$ cat src/rtl/lcdt_pkg.sv
package lcdt_pkg;

    localparam int FLD_W  = 16;
    localparam int REG_W  = 2 * FLD_W;
    localparam int ADDR_W = 3;
    localparam int FMT_W  = 2;
    localparam int FMT_LSB = 8;

    localparam logic [ADDR_W-1:0] A_SYNC = 3'd0;
    localparam logic [ADDR_W-1:0] A_VPOR = 3'd1;
    localparam logic [ADDR_W-1:0] A_HPOR = 3'd2;
    localparam logic [ADDR_W-1:0] A_AREA = 3'd3;
    localparam logic [ADDR_W-1:0] A_MODE = 3'd4;
    localparam logic [ADDR_W-1:0] A_IEN  = 3'd5;
    localparam logic [ADDR_W-1:0] A_IDIS = 3'd6;
    localparam logic [ADDR_W-1:0] A_STAT = 3'd7;

    typedef enum logic [1:0] {
        PH_SYNC   = 2'd0,
        PH_BACK   = 2'd1,
        PH_ACTIVE = 2'd2,
        PH_FRONT  = 2'd3
    } phase_e;

    typedef struct packed {
        logic [FLD_W-1:0] hsw_m1;
        logic [FLD_W-1:0] hbp_m1;
        logic [FLD_W-1:0] wid_m1;
        logic [FLD_W-1:0] hfp_m1;
        logic [FLD_W-1:0] vsw_m1;
        logic [FLD_W-1:0] vbp;
        logic [FLD_W-1:0] hgt_m1;
        logic [FLD_W-1:0] vfp_m1;
        logic             hs_inv;
        logic             vs_inv;
        logic [FMT_W-1:0] fmt;
    } timing_t;

endpackage

$ cat src/rtl/lcdt_phase_fsm.sv
module lcdt_phase_fsm
    import lcdt_pkg::*;
#(
    parameter int CW = 16
) (
    input  logic          clk,
    input  logic          rst_n,
    input  logic          step,
    input  logic [CW-1:0] lim_sync,
    input  logic [CW-1:0] lim_back,
    input  logic [CW-1:0] lim_act,
    input  logic [CW-1:0] lim_front,
    input  logic          skip_back,
    output phase_e        phase,
    output logic [CW-1:0] cnt,
    output logic          wrap
);

    phase_e        nxt_phase;
    logic [CW-1:0] cur_lim;
    logic          at_lim;

    // state register
    always_ff @(posedge clk) begin
        if (!rst_n) begin
            phase <= PH_SYNC;
            cnt   <= '0;
        end else if (step) begin
            if (at_lim) begin
                phase <= nxt_phase;
                cnt   <= '0;
            end else begin
                cnt <= cnt + 1'b1;
            end
        end
    end

    // next state and outputs
    always_comb begin
        cur_lim   = lim_sync;
        nxt_phase = PH_SYNC;
        unique case (phase)
            PH_SYNC: begin
                cur_lim   = lim_sync;
                nxt_phase = skip_back ? PH_ACTIVE : PH_BACK;
            end
            PH_BACK: begin
                cur_lim   = lim_back;
                nxt_phase = PH_ACTIVE;
            end
            PH_ACTIVE: begin
                cur_lim   = lim_act;
                nxt_phase = PH_FRONT;
            end
            PH_FRONT: begin
                cur_lim   = lim_front;
                nxt_phase = PH_SYNC;
            end
        endcase
        at_lim = (cnt == cur_lim);
        wrap   = step && at_lim && (phase == PH_FRONT);
    end

endmodule

$ cat src/rtl/lcdt_regs.sv
module lcdt_regs
    import lcdt_pkg::*;
(
    input  logic              clk,
    input  logic              rst_n,
    input  logic              wr_en,
    input  logic [ADDR_W-1:0] wr_addr,
    input  logic [REG_W-1:0]  wr_data,
    input  logic [ADDR_W-1:0] rd_addr,
    input  logic              frame_end,
    input  logic              stat_q,
    input  logic              mask_q,
    output timing_t           sh_cfg,
    output logic [REG_W-1:0]  rd_data
);

    timing_t live;

    always_ff @(posedge clk) begin
        if (!rst_n) begin
            live <= '0;
        end else if (wr_en) begin
            case (wr_addr)
                A_SYNC: begin
                    live.hsw_m1 <= wr_data[FLD_W-1:0];
                    live.vsw_m1 <= wr_data[REG_W-1:FLD_W];
                end
                A_VPOR: begin
                    live.vfp_m1 <= wr_data[FLD_W-1:0];
                    live.vbp    <= wr_data[REG_W-1:FLD_W];
                end
                A_HPOR: begin
                    live.hfp_m1 <= wr_data[FLD_W-1:0];
                    live.hbp_m1 <= wr_data[REG_W-1:FLD_W];
                end
                A_AREA: begin
                    live.wid_m1 <= wr_data[FLD_W-1:0];
                    live.hgt_m1 <= wr_data[REG_W-1:FLD_W];
                end
                A_MODE: begin
                    live.hs_inv <= wr_data[0];
                    live.vs_inv <= wr_data[1];
                    live.fmt    <= wr_data[FMT_LSB+FMT_W-1:FMT_LSB];
                end
                default: ;
            endcase
        end
    end

    // shadow copy taken only at the frame boundary
    always_ff @(posedge clk) begin
        if (!rst_n) begin
            sh_cfg <= '0;
        end else if (frame_end) begin
            sh_cfg <= live;
        end
    end

    always_comb begin
        rd_data = '0;
        case (rd_addr)
            A_SYNC: rd_data = {live.vsw_m1, live.hsw_m1};
            A_VPOR: rd_data = {live.vbp, live.vfp_m1};
            A_HPOR: rd_data = {live.hbp_m1, live.hfp_m1};
            A_AREA: rd_data = {live.hgt_m1, live.wid_m1};
            A_MODE: begin
                rd_data[0] = live.hs_inv;
                rd_data[1] = live.vs_inv;
                rd_data[FMT_LSB+FMT_W-1:FMT_LSB] = live.fmt;
            end
            A_STAT: begin
                rd_data[0] = stat_q;
                rd_data[1] = mask_q;
            end
            default: rd_data = '0;
        endcase
    end

endmodule

$ cat src/rtl/lcdt_irq.sv
module lcdt_irq (
    input  logic clk,
    input  logic rst_n,
    input  logic sof,
    input  logic stat_clr,
    input  logic mask_set,
    input  logic mask_clr,
    output logic stat_q,
    output logic mask_q,
    output logic irq
);

    always_ff @(posedge clk) begin
        if (!rst_n) begin
            stat_q <= 1'b0;
            mask_q <= 1'b0;
        end else begin
            if (sof) begin
                stat_q <= 1'b1;
            end else if (stat_clr) begin
                stat_q <= 1'b0;
            end
            if (mask_set) begin
                mask_q <= 1'b1;
            end else if (mask_clr) begin
                mask_q <= 1'b0;
            end
        end
    end

    always_comb begin
        irq = stat_q & mask_q;
    end

endmodule

$ cat src/rtl/lcd_timing_gen.sv
module lcd_timing_gen
    import lcdt_pkg::*;
#(
    parameter int CW = FLD_W
) (
    input  logic              clk,
    input  logic              rst_n,
    input  logic              pix_ce,
    input  logic              wr_en,
    input  logic [ADDR_W-1:0] wr_addr,
    input  logic [REG_W-1:0]  wr_data,
    input  logic              rd_en,
    input  logic [ADDR_W-1:0] rd_addr,
    output logic [REG_W-1:0]  rd_data,
    output logic              hsync,
    output logic              vsync,
    output logic              de,
    output logic [CW-1:0]     pix_x,
    output logic [CW-1:0]     pix_y,
    output logic [FMT_W-1:0]  out_mode,
    output logic              irq
);

    timing_t       sh_cfg;
    phase_e        h_ph;
    phase_e        v_ph;
    logic [CW-1:0] h_cnt;
    logic [CW-1:0] v_cnt;
    logic          line_end;
    logic          frame_end;
    logic          stat_q;
    logic          mask_q;
    logic          stat_clr;
    logic          mask_set;
    logic          mask_clr;
    logic [CW-1:0] vbp_m1;
    logic          vbp_zero;

    always_comb begin
        vbp_zero = (sh_cfg.vbp == '0);
        vbp_m1   = sh_cfg.vbp[CW-1:0] - 1'b1;
        stat_clr = rd_en && (rd_addr == A_STAT);
        mask_set = wr_en && (wr_addr == A_IEN) && wr_data[0];
        mask_clr = wr_en && (wr_addr == A_IDIS) && wr_data[0];
    end

    lcdt_regs u_regs (
        .clk       (clk),
        .rst_n     (rst_n),
        .wr_en     (wr_en),
        .wr_addr   (wr_addr),
        .wr_data   (wr_data),
        .rd_addr   (rd_addr),
        .frame_end (frame_end),
        .stat_q    (stat_q),
        .mask_q    (mask_q),
        .sh_cfg    (sh_cfg),
        .rd_data   (rd_data)
    );

    lcdt_phase_fsm #(.CW(CW)) u_hfsm (
        .clk       (clk),
        .rst_n     (rst_n),
        .step      (pix_ce),
        .lim_sync  (sh_cfg.hsw_m1[CW-1:0]),
        .lim_back  (sh_cfg.hbp_m1[CW-1:0]),
        .lim_act   (sh_cfg.wid_m1[CW-1:0]),
        .lim_front (sh_cfg.hfp_m1[CW-1:0]),
        .skip_back (1'b0),
        .phase     (h_ph),
        .cnt       (h_cnt),
        .wrap      (line_end)
    );

    lcdt_phase_fsm #(.CW(CW)) u_vfsm (
        .clk       (clk),
        .rst_n     (rst_n),
        .step      (line_end),
        .lim_sync  (sh_cfg.vsw_m1[CW-1:0]),
        .lim_back  (vbp_m1),
        .lim_act   (sh_cfg.hgt_m1[CW-1:0]),
        .lim_front (sh_cfg.vfp_m1[CW-1:0]),
        .skip_back (vbp_zero),
        .phase     (v_ph),
        .cnt       (v_cnt),
        .wrap      (frame_end)
    );

    lcdt_irq u_irq (
        .clk      (clk),
        .rst_n    (rst_n),
        .sof      (frame_end),
        .stat_clr (stat_clr),
        .mask_set (mask_set),
        .mask_clr (mask_clr),
        .stat_q   (stat_q),
        .mask_q   (mask_q),
        .irq      (irq)
    );

    // panel outputs
    always_comb begin
        hsync    = (h_ph == PH_SYNC) ^ sh_cfg.hs_inv;
        vsync    = (v_ph == PH_SYNC) ^ sh_cfg.vs_inv;
        de       = (h_ph == PH_ACTIVE) && (v_ph == PH_ACTIVE);
        pix_x    = (h_ph == PH_ACTIVE) ? h_cnt : '0;
        pix_y    = (v_ph == PH_ACTIVE) ? v_cnt : '0;
        out_mode = sh_cfg.fmt;
    end

endmodule

$ cat config.mk
export PLATFORM = sky130hd
export DESIGN_NAME = lcd_timing_gen
export DESIGN_NICKNAME = d
export VERILOG_FILES = /design/src/rtl/lcdt_pkg.sv /design/src/rtl/lcdt_phase_fsm.sv /design/src/rtl/lcdt_regs.sv /design/src/rtl/lcdt_irq.sv /design/src/rtl/lcd_timing_gen.sv
export SDC_FILE = /design/constraint.sdc
export NUM_CORES = 1
export LEC_CHECK = 0
export BUFFER_PORTS_ARGS = -buffer_cell sky130_fd_sc_hd__buf_2
export CORE_MARGIN = 5
export CORE_UTILIZATION = 40
export CTS_CLUSTER_DIAMETER = 200
export DETAILED_ROUTE_END_ITERATION = 10
export PLACE_DENSITY_LB_ADDON = 0.3
export SYNTH_ARGS = -nofsm -noshare
export SYNTH_HDL_FRONTEND = slang
export SYNTH_SLANG_ARGS = --single-unit
$ cat constraint.sdc
create_clock -name clk -period 7.2 [get_ports clk]
set_input_delay 1.44 -clock clk [delete_from_list [all_inputs] [get_ports clk]]
set_output_delay 1.44 -clock clk [all_outputs]
set_load 0.02 [all_outputs]
# == Yosys cells after proc, flatten, opt, wreduce, memory -nomap -nowiden ==
# Index checks and enable logic that the tools add are counted.
# word_totals
regBits,302
input_bits,43
# op_classes
n_addsub,3
eq_ne,19
mux,17
n_bitwise,3
reduce_logical,24
# op_table
cell,count
$pmux 16 s4,2
$pmux 22 s4,1
$mux 16,4
$add 16x1->16 const B,2
$eq 16x16->1,2
$pmux 6 s4,1
$logic_not 16->1,1
$pmux 2 s4,2
$sub 16x1->16 const B,1
$eq 3x3->1 const B,5
$reduce_and 2->1,7
$eq 3x2->1 const B,4
$pmux 2 s6,1
$logic_and 1x1->1,10
$pmux 2 s5,1
$eq 2x2->1 const B,4
$eq 3x1->1 const B,2
$logic_not 3->1,2
$eq 2x1->1 const B,2
$logic_not 2->1,2
$mux 1,4
$reduce_bool 2->1,2
$mux 2,1
$xor 1x1->1,2
$and 1x1->1,1

# == Logic depth before layout (Yosys ltp) ==
# Gate-level depths: netlist (run 1).
# logic_depth
ltp_word,8
mapped_depth,17
mapped_depth_nobuf,11

# == Cells and area by module ==
# A second synthesis (run 1) with hierarchy kept.
# unflattened
hier_cells,1511
area_unflattened_um2,14357.5
# modules_own_cells
mod,n_inst,cells_each,area_each_um2,seq_area_each_um2
lcdt_regs,1,1065,10699.0,5285.1
lcdt_phase_fsm,2,175,1487.7,360.3
lcd_timing_gen,1,89,593.1,0.0
lcdt_irq,1,7,90.1,40.0

# == Least setup slack after synthesis (run 1) ==
# Ideal clock, no wire load.
# synth_timing
kind,input -> output
start,input rd_addr[2]
end,output rd_data[10]
t_arrival_ns,2.886
path_slack_ns,2.874
path_stages,5
path_cell_list,clkbuf_1 -> nor3b_1 -> clkbuf_1 -> a22oi_1 -> nand2_1
# synth_between
elab_chain_len,2
word_cells_on_any_way,5
classes_between,3 x eq/ne; 1 x mux; 1 x reduce/logical
# synth_lines
element,line_no,text
start: declaration,lcd_timing_gen.sv:13,"input logic [ADDR_W-1:0] rd_addr,"
$eq 3x2->1 (tied with other cells),lcdt_regs.sv:61,case (rd_addr)
$pmux 22 s4 *,lcdt_regs.sv:61,
end: declaration,lcd_timing_gen.sv:14,"output logic [REG_W-1:0] rd_data,"
# Mark *: on every way between the ends. The rest lies on a longest branch, timed or not.

# == Worst setup path in the final report (run 1) ==
# layout_timing
start,input rd_addr[0]
end,output rd_data[7]
# layout_between
elab_chain_len,2
word_cells_on_any_way,5
classes_between,3 x eq/ne; 1 x mux; 1 x reduce/logical
# layout_lines
element,line_no
$eq 3x2->1 (tied with other cells),lcdt_regs.sv:61
$pmux 6 s4 *,lcdt_regs.sv:61
# Marks and branches as above.

==> results by group, run 1 <==
CTS
  – Num CTS Buffers: 31
  – Cts hold-fix bufs: 0
  – TritonCTS clock tree: yes
  – Resize count post-CTS: 0
  – H-tree depth: 1
  – Clk Latency, worst-skew pair: 570 ps
  – Clock sink total: 302
  – CTS clk-pin slew, worst paths: 60 ps
  – Clock buffer depth: 3
  – Clk root buf: clkbuf_16
  – Post-CTS Repair Setup Buffers: 0

Placement
  – IO buf count: 112
  – Placed cell area: 0.0149 mm²
  – Gpl congestion: 0.862
  – Dpl hpwl: 31,500 µm
  – Post-place setup slack: 2810 ps

Job
  – Max cap viols: 0

Hold path
  – Worst hold path class: register to register

Synthesis
  – Post-Synthesis Cells: 1,799
  – Syn_area_per_cell: 7.88 µm²
  – Netlist cell types: 60
  – Number of synthesized register bits: 302
  – Post-synth EDFFs: 0
  – Syn Nets: 1,854
  – Post-synthesis sequential area ratio: 0.426
  – Async SR Flop Fraction: 0
  – Synth warnings: 0
  – Post-Synthesis Cell Area: 0.0142 mm²
  – Most used flip-flop cell after synthesis: dfxtp_1

Drt
  – DRT antenna net count: 0
  – Vias per cell: 5.61
  – Routed length per instance: 20.2 µm
  – Post-route DRC: 0
  – DRT Pass-1 Iters: 8
  – Vias: 12.9k
  – Drt initial violations: 1,378
  – WL final: 46,400 µm

Timing
  – Final WS setup: 2790 ps
  – Setup TNS: 0 ps
  – Worst Tran Pin Value: 1160 ps
  – Fin. Hold Viols: 0
  – Fin crit share: 0.613
  – Max-slew violations: 0
  – Fin crit period: 4410 ps
  – Max Clock Skew: 13.5 ps
  – Unrepaired setup endpoints after global routing: no
  – Fmax: 0.227 GHz
  – Worst slew margin: 0.227
  – Setup-failing EPs final: 0

Power
  – PwrDens: 223 mW/mm²
  – Leakage: 5.60 nW
  – Worst vdd ir: 0.184 mV

Critical path
  – Critical path, cell by cell: buf_2 > and3b_2 > a22oi_1 > nand2_1 > buf_2
  – Crit path max fanout: 28
  – CP peak stage delay: 740 ps
  – Most frequent CP cell: buf_2
  – Setup crit start kind: input pin
  – WP data arrival: 2970 ps
  – Buf/Inv on CP: 2
  – Setup CP Type: input pin to output port
  – Critical Path End Type: output port
  – WP data required: 5760 ps
  – Critical path's slowest cell: and3b_2
  – CP top delay family: simple AND/OR/NAND/NOR gates

Die
  – Die height: 198 µm
  – Core box area: 0.0353 mm²
  – Die Wd: 198 µm
  – Starting Density: 0.402
  – Die area: 0.0393 mm²
  – I/O pin count: 113
  – Site Rows: 69

Final layout
  – Final Core Density: 0.450
  – Cell area after layout: 0.0159 mm²
  – Register area: 0.00605 mm²
  – Nets: 1,860
  – Layout cells sized above 1: 0.106
  – Fillers: 3,574
  – Layout area overhead: 12.0%
  – Area occupied by multi-input gates: 0.00741 mm²

Outcome
  – Status: finished, final reports clean

Global routing
  – Vias in the first global route: 12.0k
  – Initial antenna violation count: 2
  – Global-route wire length before repair: 70,700 µm
  – Largest net degree at the start of global routing: 266
  – GRT Total Usage: 0.228
  – Grt total ovfl: 0
worst min-delay path: cells and delay by family, from the launching register on:
family	cells	cell delay, ps
AO/OA/AOI/OAI	1	50
flip-flops	1	310
AND/OR/NAND/NOR	1	60
worst paths after layout:
path,start,to,slack (ps),cells past startpoint
hold / removal,u_regs.sh_cfg[128],u_regs.sh_cfg[128],460,2
setup / recovery,rd_addr[0],rd_data[7],2790,5
setup reg to reg,u_hfsm.phase[0],u_regs.sh_cfg[99],3000,13
hold reg to reg,u_regs.sh_cfg[128],u_regs.sh_cfg[128],460,2
sequential cells by signal (all words and copies together), names as in the netlist:
register       count
u_regs.live      132
u_regs.sh_cfg    132
u_hfsm.cnt        16
u_vfsm.cnt        16
u_hfsm.phase       2
u_vfsm.phase       2
u_irq.mask_q       1
u_irq.stat_q       1
Yosys cell counts, types with 6 or more instances:
master / count / area (µm²)
a21boi_0: 129 / 968
a21oi_1: 7 / 35.0
a221o_1: 10 / 100
a222oi_1: 16 / 160
a22oi_1: 59 / 443
a31oi_1: 6 / 37.5
and2_1: 37 / 231
and3_1: 10 / 62.6
buf_1: 22 / 82.6
buf_2: 9 / 45.0
buf_6: 6 / 67.6
clkbuf_1: 113 / 424
dfxtp_1: 302 / 6050
ha_1: 12 / 150
inv_1: 33 / 124
mux2i_1: 29 / 290
nand2_1: 451 / 1690
nand2b_1: 10 / 62.6
nand3_1: 148 / 741
nand4_1: 21 / 131
nor2_1: 52 / 195
nor2b_1: 11 / 68.8
nor3_1: 14 / 70.1
nor4_1: 13 / 81.3
nor4b_1: 6 / 52.6
o21ai_0: 82 / 410
o21ai_1: 68 / 340
or3_1: 6 / 37.5
or4_1: 8 / 60.1
xnor2_1: 36 / 315
xor2_1: 20 / 175
stage by stage:
stage	instances	total power, mW	hold slack [ps]
2_1_floorplan	1799	1.86	432
3_3_place_gp	2233	1.94	443
3_5_place_dp	2233	1.94	448
4_1_cts	2289	3.56	457
5_1_grt	2289	3.65	471
6_report	2290	3.54	455
cell usage in the layout, fill, tap and decap left out, types with 20 or more instances in the layout:
cell,netlist,routed
clkbuf_16,0,31
xor2_1,20,20
a22oi_1,59,59
nand4_1,21,21
nand3_1,148,147
o21ai_1,68,68
xnor2_1,36,36
buf_2,9,111
mux2i_1,29,29
a21boi_0,129,129
nor2_1,52,50
inv_1,33,33
o21ai_0,82,82
and2_1,37,36
nand2_1,451,450
dfxtp_1,302,302
routing by layer:
layer / track usage / vias to the layer above / wire length [µm]
li1: - / 6217 / -
met1: 0.315 / 6075 / 20400
met2: 0.361 / 473 / 21000
met3: 0.0424 / 82 / 3470
met4: 0.0719 / 4 / 1420
met5: 0 / - / 33
kinds of logic (layout without fill, tap and decap cells):
kind of cell / Yosys count / count (layout) / share of synthesized area
buf+inv: 186 / 215 / 0.0537
flops: 302 / 302 / 0.426
mux: 33 / 33 / 0.0252
simple gates: 807 / 807 / 0.258
other cells: 0 / 1 / 0
fa+ha+maj: 12 / 12 / 0.0106
compound gates: 403 / 403 / 0.192
xor+xnor: 56 / 56 / 0.0346
cell type report:
type,instances,area share
well taps,461,0.0363
flip-flops and latches,302,0.381
diodes,1,0.000158
repair buffers,125,0.0436
inverters,34,0.00804
clock buffers,44,0.0551
multi-input cells,1311,0.467
clock inverters,12,0.00930
report_power, final:
group / leakage [nW] / total [mW] / switching (mW) / internal [mW]
sequential: 2.44 / 1.71 / 0.0201 / 1.69
combinational: 2.67 / 0.198 / 0.139 / 0.0585
clock: 0.499 / 1.64 / 0.685 / 0.950
(Power assumes the default switching activity.)
==> run 2, diff against run 1 <==
- ABC_AREA: unset -> 1
- clock period: 7.2 -> 3.8 ns (I/O delays scaled with it)
==> run 2 against run 1 <==
Setup slack worse by 2500 ps. Sequential power grew 93%. Clock power increased by 110%. Global-route usage grew 0.97 points. Via count is 17% higher. Critical path depth increased by 13. Non-clock buffer count rose by 21. Synthesized cell count up 31%. Cell count rose by 27%. Critical endpoint is now u_regs.sh_cfg[108].
==> results by group, run 2 <==
Timing
  – Fmax: 0.288 GHz
  – Worst Tran Pin Value: 911 ps (-246 ps)
  – Max Clock Skew: 23.8 ps (+10.3 ps)
  – Worst slew margin: 0.392 (+0.165)
  – Setup TNS: 0 ps (unchanged)
  – Fin crit period: 3470 ps
  – Hold_ws: 476 ps (+20.4 ps)
  – Fin. Hold Viols: 0 (unchanged)
  – Unrepaired setup endpoints after global routing: no
  – Max-slew violations: 0 (unchanged)
  – Fin crit share: 0.912
  – Setup-failing EPs final: 0 (unchanged)

Placement
  – IO buf count: 112 (unchanged)
  – Dpl hpwl: 35,900 µm (+14%)
  – Gpl congestion: 0.950 (+10%)

Drt
  – DRT antenna net count: 0 (unchanged)
  – Drt initial violations: 1,431 (+3.8%)
  – Vias: 15.0k (+17%)
  – Routed length per instance: 17.2 µm (-15%)
  – Post-route DRC: 0 (unchanged)
  – WL final: 50,200 µm (+8.3%)
  – Vias per cell: 5.16 (-8.0%)
  – DRT Pass-1 Iters: 5 (-3)

Critical path
  – Setup CP Type: register to register
  – Reg-to-reg slack, setup: 330 ps (-2670 ps)
  – R2R Path End: u_regs.sh_cfg[108]
  – CP peak stage delay: 700 ps (-40 ps)
  – Buf/Inv on CP: 2 (unchanged)
  – Critical Path End Type: register
  – WP data required: 4200 ps (-1560 ps)
  – Setup crit start kind: register
  – R2R Path Start: u_hfsm.phase[0]
  – Cells on worst reg2reg path: 18 (+5)
  – Crit path max fanout: 82 (+190%)
  – WP data arrival: 3870 ps (+900 ps)
  – Critical Path Stages: 18 (+13)
  – Most frequent CP cell: nand2_1
  – Critical path, cell by cell: inv_1 > ha_1 > nand2_1 > nand3_1 > nand2_1 > nand3_1 > nand2_1 > nor2_1 > nand2_1 > nor2_2 > nand3_4 > nor2_4 > nand2_1 > nor2_1 > nand3_4 > buf_12 > nor2_1 > nor2_1
  – Critical path's slowest cell: ha_1
  – CP top delay family: simple AND/OR/NAND/NOR gates

Synthesis
  – Synth warnings: 0 (unchanged)
  – Share of the synthesized area in the top cell type: 0.404 (-0.0227)
  – Area leader, netlist: dfxtp_1
  – Most used flip-flop cell after synthesis: dfxtp_1
  – Syn_area_per_cell: 6.35 µm² (-19%)
  – Post-Synthesis Cell Area: 0.0150 mm² (+5.6%)
  – Async SR Flop Fraction: 0 (unchanged)
  – Number of synthesized register bits: 302 (unchanged)
  – Netlist cell types: 34 (-43%)
  – Post-synthesis sequential area ratio: 0.404 (-0.0227)
  – Post-Synthesis Cells: 2,360 (+31%)
  – Post-synth EDFFs: 0 (unchanged)
  – Top cells by count, synth: nand2_1 (611), nor2_1 (517), dfxtp_1 (302)
  – Most instantiated library cell after synthesis: nand2_1
  – Syn Nets: 2,415 (+30%)
  – Dominant cells by area after synthesis: dfxtp_1 (40%), nand2_1 (15%), nor2_1 (13%)

Die
  – Die area: 0.0414 mm² (+5.3%)
  – I/O pin count: 113 (unchanged)
  – Die Wd: 204 µm (+2.6%)
  – Starting Density: 0.407 (+0.00556)
  – Site Rows: 70 (+1.4%)
  – Core box area: 0.0368 mm² (+4.2%)
  – Die height: 204 µm (+2.6%)

Final layout
  – Fillers: 3,867 (+8.2%)
  – Area occupied by multi-input gates: 0.00724 mm² (-2.4%)
  – Most used cells in the layout excluding fill and tap cells: nand2_1 (611), nor2_1 (516), dfxtp_1 (302), inv_1 (289), o21ai_0 (159)
  – Final Core Density: 0.462 (+0.0124)
  – Layout area overhead: 13.5%
  – Largest regs: u_regs.live (132), u_regs.sh_cfg (132)
  – Register area: 0.00605 mm² (unchanged)
  – Layout cells sized above 1: 0.0880 (-0.0175)
  – Antenna fix cells: 0 (-1)
  – Nets: 2,473 (+33%)
  – Commonest non-fill, non-tap cell in the layout: nand2_1

Hold path
  – Hold Startpoint: u_regs.live[121]
  – Worst hold path class: register to register
  – Worst Hold End: u_regs.live[121]
  – Hold depth: 2 (unchanged)

Global routing
  – Grt total ovfl: 0 (unchanged)
  – Vias in the first global route: 13.9k (+16%)
  – Met3 Use GR: 0.0428 (+0.000405)
  – GRT Total Usage: 0.237 (+0.00973)
  – Global-route wire length before repair: 78,900 µm (+12%)
  – Initial antenna violation count: 1 (-1)
  – Largest net degree at the start of global routing: 141 (-47%)
  – Met1 GRT Util: 0.350 (+0.0348)
  – GRT met2 Usage: 0.361 (about the same)
  – Most used routing layer: met2

CTS
  – Cts hold-fix bufs: 0 (unchanged)
  – Num CTS Buffers: 35 (+13%)
  – Clock buffer depth: 3 (unchanged)
  – Clk Latency, worst-skew pair: 540 ps (-30 ps)
  – Clk root buf: clkbuf_16
  – H-tree depth: 2 (+1)
  – Post-CTS Repair Setup Buffers: 0 (unchanged)
  – TritonCTS clock tree: yes
  – CTS clk-pin slew, worst paths: 60 ps (about the same)
  – Resize count post-CTS: 0 (unchanged)
  – Clock sink total: 302 (unchanged)

Job
  – Max cap viols: 0 (unchanged)

Power
  – PwrDens: 442 mW/mm² (+98%)
  – Worst vdd ir: 0.374 mV (+100%)
  – Leakage: 8.67 nW (+55%)

Outcome
  – Status: finished, final reports clean
run 2: cell types whose count changed after synthesis, moves of 35 or more:
cell,before,now
inv_1,33,289
xnor2_1,36,1
o21ai_0,82,159
o21ai_1,68,0
a21boi_0,129,0
and2_1,37,1
nand2_1,451,611
nor2_1,52,517
a21oi_1,7,68
clkbuf_1,113,77
run 2: worst max-delay path by stage:
stage,to,start
finish,u_regs.sh_cfg[108],u_hfsm.phase[0]
global route,u_regs.sh_cfg[108],u_hfsm.phase[0]
CTS,u_regs.sh_cfg[108],u_hfsm.phase[0]
detailed placement,u_regs.sh_cfg[108],u_hfsm.phase[0]
global placement,u_regs.sh_cfg[108],u_hfsm.phase[0]
floorplan,rd_data[30],rd_addr[0]
run 2: cells by family after synthesis:
family,share of synthesized area
AO/OA/AOI/OAI,0.113
AND/OR/NAND/NOR,0.351
adder cells (fa/ha/maj),0.0100
buffers and inverters,0.115
XOR/XNOR,0.00702
flip-flops,0.404
run 2: worst register-to-register path, cell delays in order (launching register included):
cell	delay (ps)
dfxtp_1	330
inv_1	110
ha_1	700
nand2_1	180
nand3_1	130
nand2_1	110
nand3_1	90
nand2_1	50
nor2_1	80
nand2_1	60
nor2_2	160
nand3_4	140
nor2_4	120
nand2_1	60
nor2_1	160
nand3_4	140
buf_12	240
nor2_1	390
nor2_1	90
run 2: power breakdown:
part,switching [mW],internal [mW]
registers,0.0713,3.23
logic,0.573,0.252
clock network,1.38,2.01
total,2.03,5.49
run 2: cell type report:
class | count | share of cell area
multi-input cells | 1641 | 0.426
flip-flops and latches | 302 | 0.356
inverters | 292 | 0.0646
clock buffers | 49 | 0.0594
repair buffers | 146 | 0.0513
well taps | 468 | 0.0344
clock inverters | 12 | 0.00905
run 2: metrics by stage:
stage | cell area [µm²] | power (mW) | setup WS (ps) | std cells
final | 17000 | 7.52 | 333 | 2910
after global routing | 17000 | 7.82 | 85.7 | 2910
after CTS | 17000 | 7.57 | 341 | 2910
after detailed placement | 15800 | 4.19 | 379 | 2849
after global placement | 15800 | 4.17 | 444 | 2849
after floorplan | 15000 | 3.95 | 1040 | 2360
run 2: metal layers:
layer	part of all wire	wire length, µm
met5	0	0
met4	0.023	1180
met3	0.079	3980
met2	0.43	21400
met1	0.47	23600
==> run 3, diff against run 2 <==
- CORE_MARGIN: 5 -> unset
==> run 3 against run 2 <==
Power down 0.27%. Final area down 0.15%. Die area down 7.7%. Register-to-register slack worse by 70 ps. Clock power down 1%. Wire length down 1.3%. Clock skew down 4.6 ps. Cell count about the same. Global-route usage up 2.2 points. Fmax down 1.9%. Critical endpoint is now u_regs.sh_cfg[7]. Highest routed layer is now met5.
==> results by group, run 3 (synthesized netlist as in run 2, its figures left out) <==
Critical path
  – WP data required: 4200 ps (about the same)
  – Most frequent CP cell: nand2_1
  – Crit path max fanout: 50 (-39%)
  – Critical Path End Type: register
  – WP data arrival: 3930 ps (+60 ps)
  – Critical path's slowest cell: ha_1
  – CP peak stage delay: 520 ps (-180 ps)
  – Setup crit start kind: register
  – Setup CP Type: register to register
  – Critical path, cell by cell: inv_1 > ha_1 > buf_4 > nand2_1 > nand2_1 > inv_1 > nand2_1 > nand2_1 > nand2_1 > nand2_1 > nor2_1 > nand2_1 > nor2_2 > nand3_4 > nor2_4 > nand2_1 > nor2_1 > nand3_4 > buf_4 > nor2_1 > nor2_1

CTS
  – H-tree depth: 2 (unchanged)
  – TritonCTS clock tree: yes
  – Num CTS Buffers: 34 (-2.9%)
  – Clk root buf: clkbuf_16
  – Post-CTS Repair Setup Buffers: 0 (unchanged)
  – Clock sink total: 302 (unchanged)
  – Clk Latency, worst-skew pair: 540 ps (about the same)
  – Clock buffer depth: 3 (unchanged)
  – CTS clk-pin slew, worst paths: 60 ps (about the same)

Placement
  – Gpl congestion: 0.951 (about the same)
  – DP Cell Count: 2,851 (+0.070%)
  – IO buf count: 112 (unchanged)
  – Dpl hpwl: 34,700 µm (-3.2%)

Timing
  – Setup-failing EPs final: 0 (unchanged)
  – Fmax: 0.283 GHz (-1.9%)
  – Fin crit period: 3540 ps (+68.3 ps)
  – Worst slew margin: 0.368 (-0.0240)
  – Setup TNS: 0 ps (unchanged)
  – Max-slew violations: 0 (unchanged)
  – Fin crit share: 0.930 (+0.0180)
  – Fin. Hold Viols: 0 (unchanged)
  – Worst Tran Pin Value: 947 ps (+35.9 ps)
  – Max Clock Skew: 19.2 ps (-4.62 ps)
  – Unrepaired setup endpoints after global routing: no

Outcome
  – Status: finished, final reports clean

Die
  – Starting Density: 0.408 (+0.000972)
  – Core box area: 0.0367 mm² (-0.24%)
  – Die height: 196 µm (-3.9%)
  – Die area: 0.0382 mm² (-7.7%)
  – Die Wd: 196 µm (-3.9%)
  – I/O pin count: 113 (unchanged)
  – Site Rows: 70 (unchanged)

Final layout
  – Antenna fix cells: 0 (unchanged)
  – Final Core Density: 0.463 (about the same)
  – Fillers: 3,863 (-0.10%)
  – Layout cells sized above 1: 0.0888 (+0.000746)
  – Nets: 2,474 (+0.040%)
  – Largest regs: u_regs.live (132), u_regs.sh_cfg (132)
  – Most used cells in the layout excluding fill and tap cells: nand2_1 (611), nor2_1 (516), dfxtp_1 (302), inv_1 (289), o21ai_0 (159)
  – Layout area overhead: 13.4%
  – Layout Cells excl Fill: 2,912 (+0.069%)
  – Commonest non-fill, non-tap cell in the layout: nand2_1
  – Register area: 0.00605 mm² (unchanged)
  – Area occupied by multi-input gates: 0.00724 mm² (unchanged)

Global routing
  – Global-route wire length before repair: 77,700 µm (-1.6%)
  – Vias in the first global route: 14.0k (+0.52%)
  – Largest net degree at the start of global routing: 186 (+32%)
  – GRT Total Usage: 0.259 (+0.0221)
  – Grt total ovfl: 0 (unchanged)
  – Initial antenna violation count: 1 (unchanged)

Job
  – Max cap viols: 0 (unchanged)

Drt
  – Post-route DRC: 0 (unchanged)
  – Vias: 15.0k (+0.047%)
  – Drt initial violations: 1,454 (+1.6%)
  – Routed length per instance: 17.0 µm (-1.3%)
  – DRT Pass-1 Iters: 5 (unchanged)
  – WL final: 49,500 µm (-1.3%)
  – DRT antenna net count: 0 (unchanged)
  – Vias per cell: 5.16 (about the same)

Power
  – Leakage: 8.66 nW (about the same)
  – PwrDens: 442 mW/mm² (-0.13%)
  – Worst vdd ir: 0.302 mV (-19%)

Hold path
  – Worst hold path class: register to register
==> run 3: cell count changes in the layout (fill, tap and decap cells not counted), moves of 2 or more <==
cell / before / now
buf_12: 4 / 2
buf_4: 30 / 33
clkbuf_8: 6 / 11
clkinv_2: 7 / 4
clkinv_8: 0 / 2
==> run 3: path summary, 6_finish.rpt <==
check	end	slack, ps	from	depth (start not counted)
max	u_regs.sh_cfg[7]	260	u_hfsm.phase[0]	21
min	u_regs.live[121]	470	u_regs.live[121]	2
max reg2reg	u_regs.sh_cfg[7]	260	u_hfsm.phase[0]	21
min reg2reg	u_regs.live[121]	470	u_regs.live[121]	2
==> run 3: timing repair <==
item | 4_1_cts | 5_1_grt
endpoints found under the setup margin | 0 | 20
hold endpoints to repair | 0 | 0
resized for setup | 0 | 1
hold buffers | 0 | 0
==> run 3: metrics by stage <==
stage	worst slack [ps]	area (µm²)	power (mW)	hold WS, ps
floorplan	1040	15000	3.95	437
global placement	371	15800	4.19	462
detailed placement	319	15800	4.21	467
CTS	301	17000	7.53	468
global route	44.8	17000	7.75	498
finish	265	17000	7.50	475
==> run 3: worst max-delay path, delay by kind of cell, from the launching register on <==
family / cells / cell delay (ps)
and+or+nand+nor: 16 / 1780
adders and majority gates: 1 / 520
buffers and inverters: 4 / 750
DFF: 1 / 330
==> run 3: routing by layer <==
layer / vias to the layer above / share of wire / track usage
li1: 7461 / - / -
met1: 6895 / 0.47 / 0.380
met2: 590 / 0.43 / 0.396
met4: 2 / 0.021 / 0.0709
met5: - / 0.00018 / 0
met3: 75 / 0.085 / 0.0342
==> run 3: area by class of cell <==
cell class,instances,share of cell area
Sequential cell,302,0.356
Clock inverter,8,0.00538
Multi-Input combinational cell,1641,0.426
Timing Repair Buffer,148,0.0510
Clock buffer,53,0.0621
Tap cell,468,0.0345
Inverter,292,0.0647
==> run 3: report_power, final <==
group / switching (mW) / total, mW / internal [mW]
Combinational: 0.600 / 0.854 / 0.254
Sequential: 0.0689 / 3.30 / 3.23
Clock: 1.36 / 3.34 / 1.98
Total: 2.03 / 7.50 / 5.47
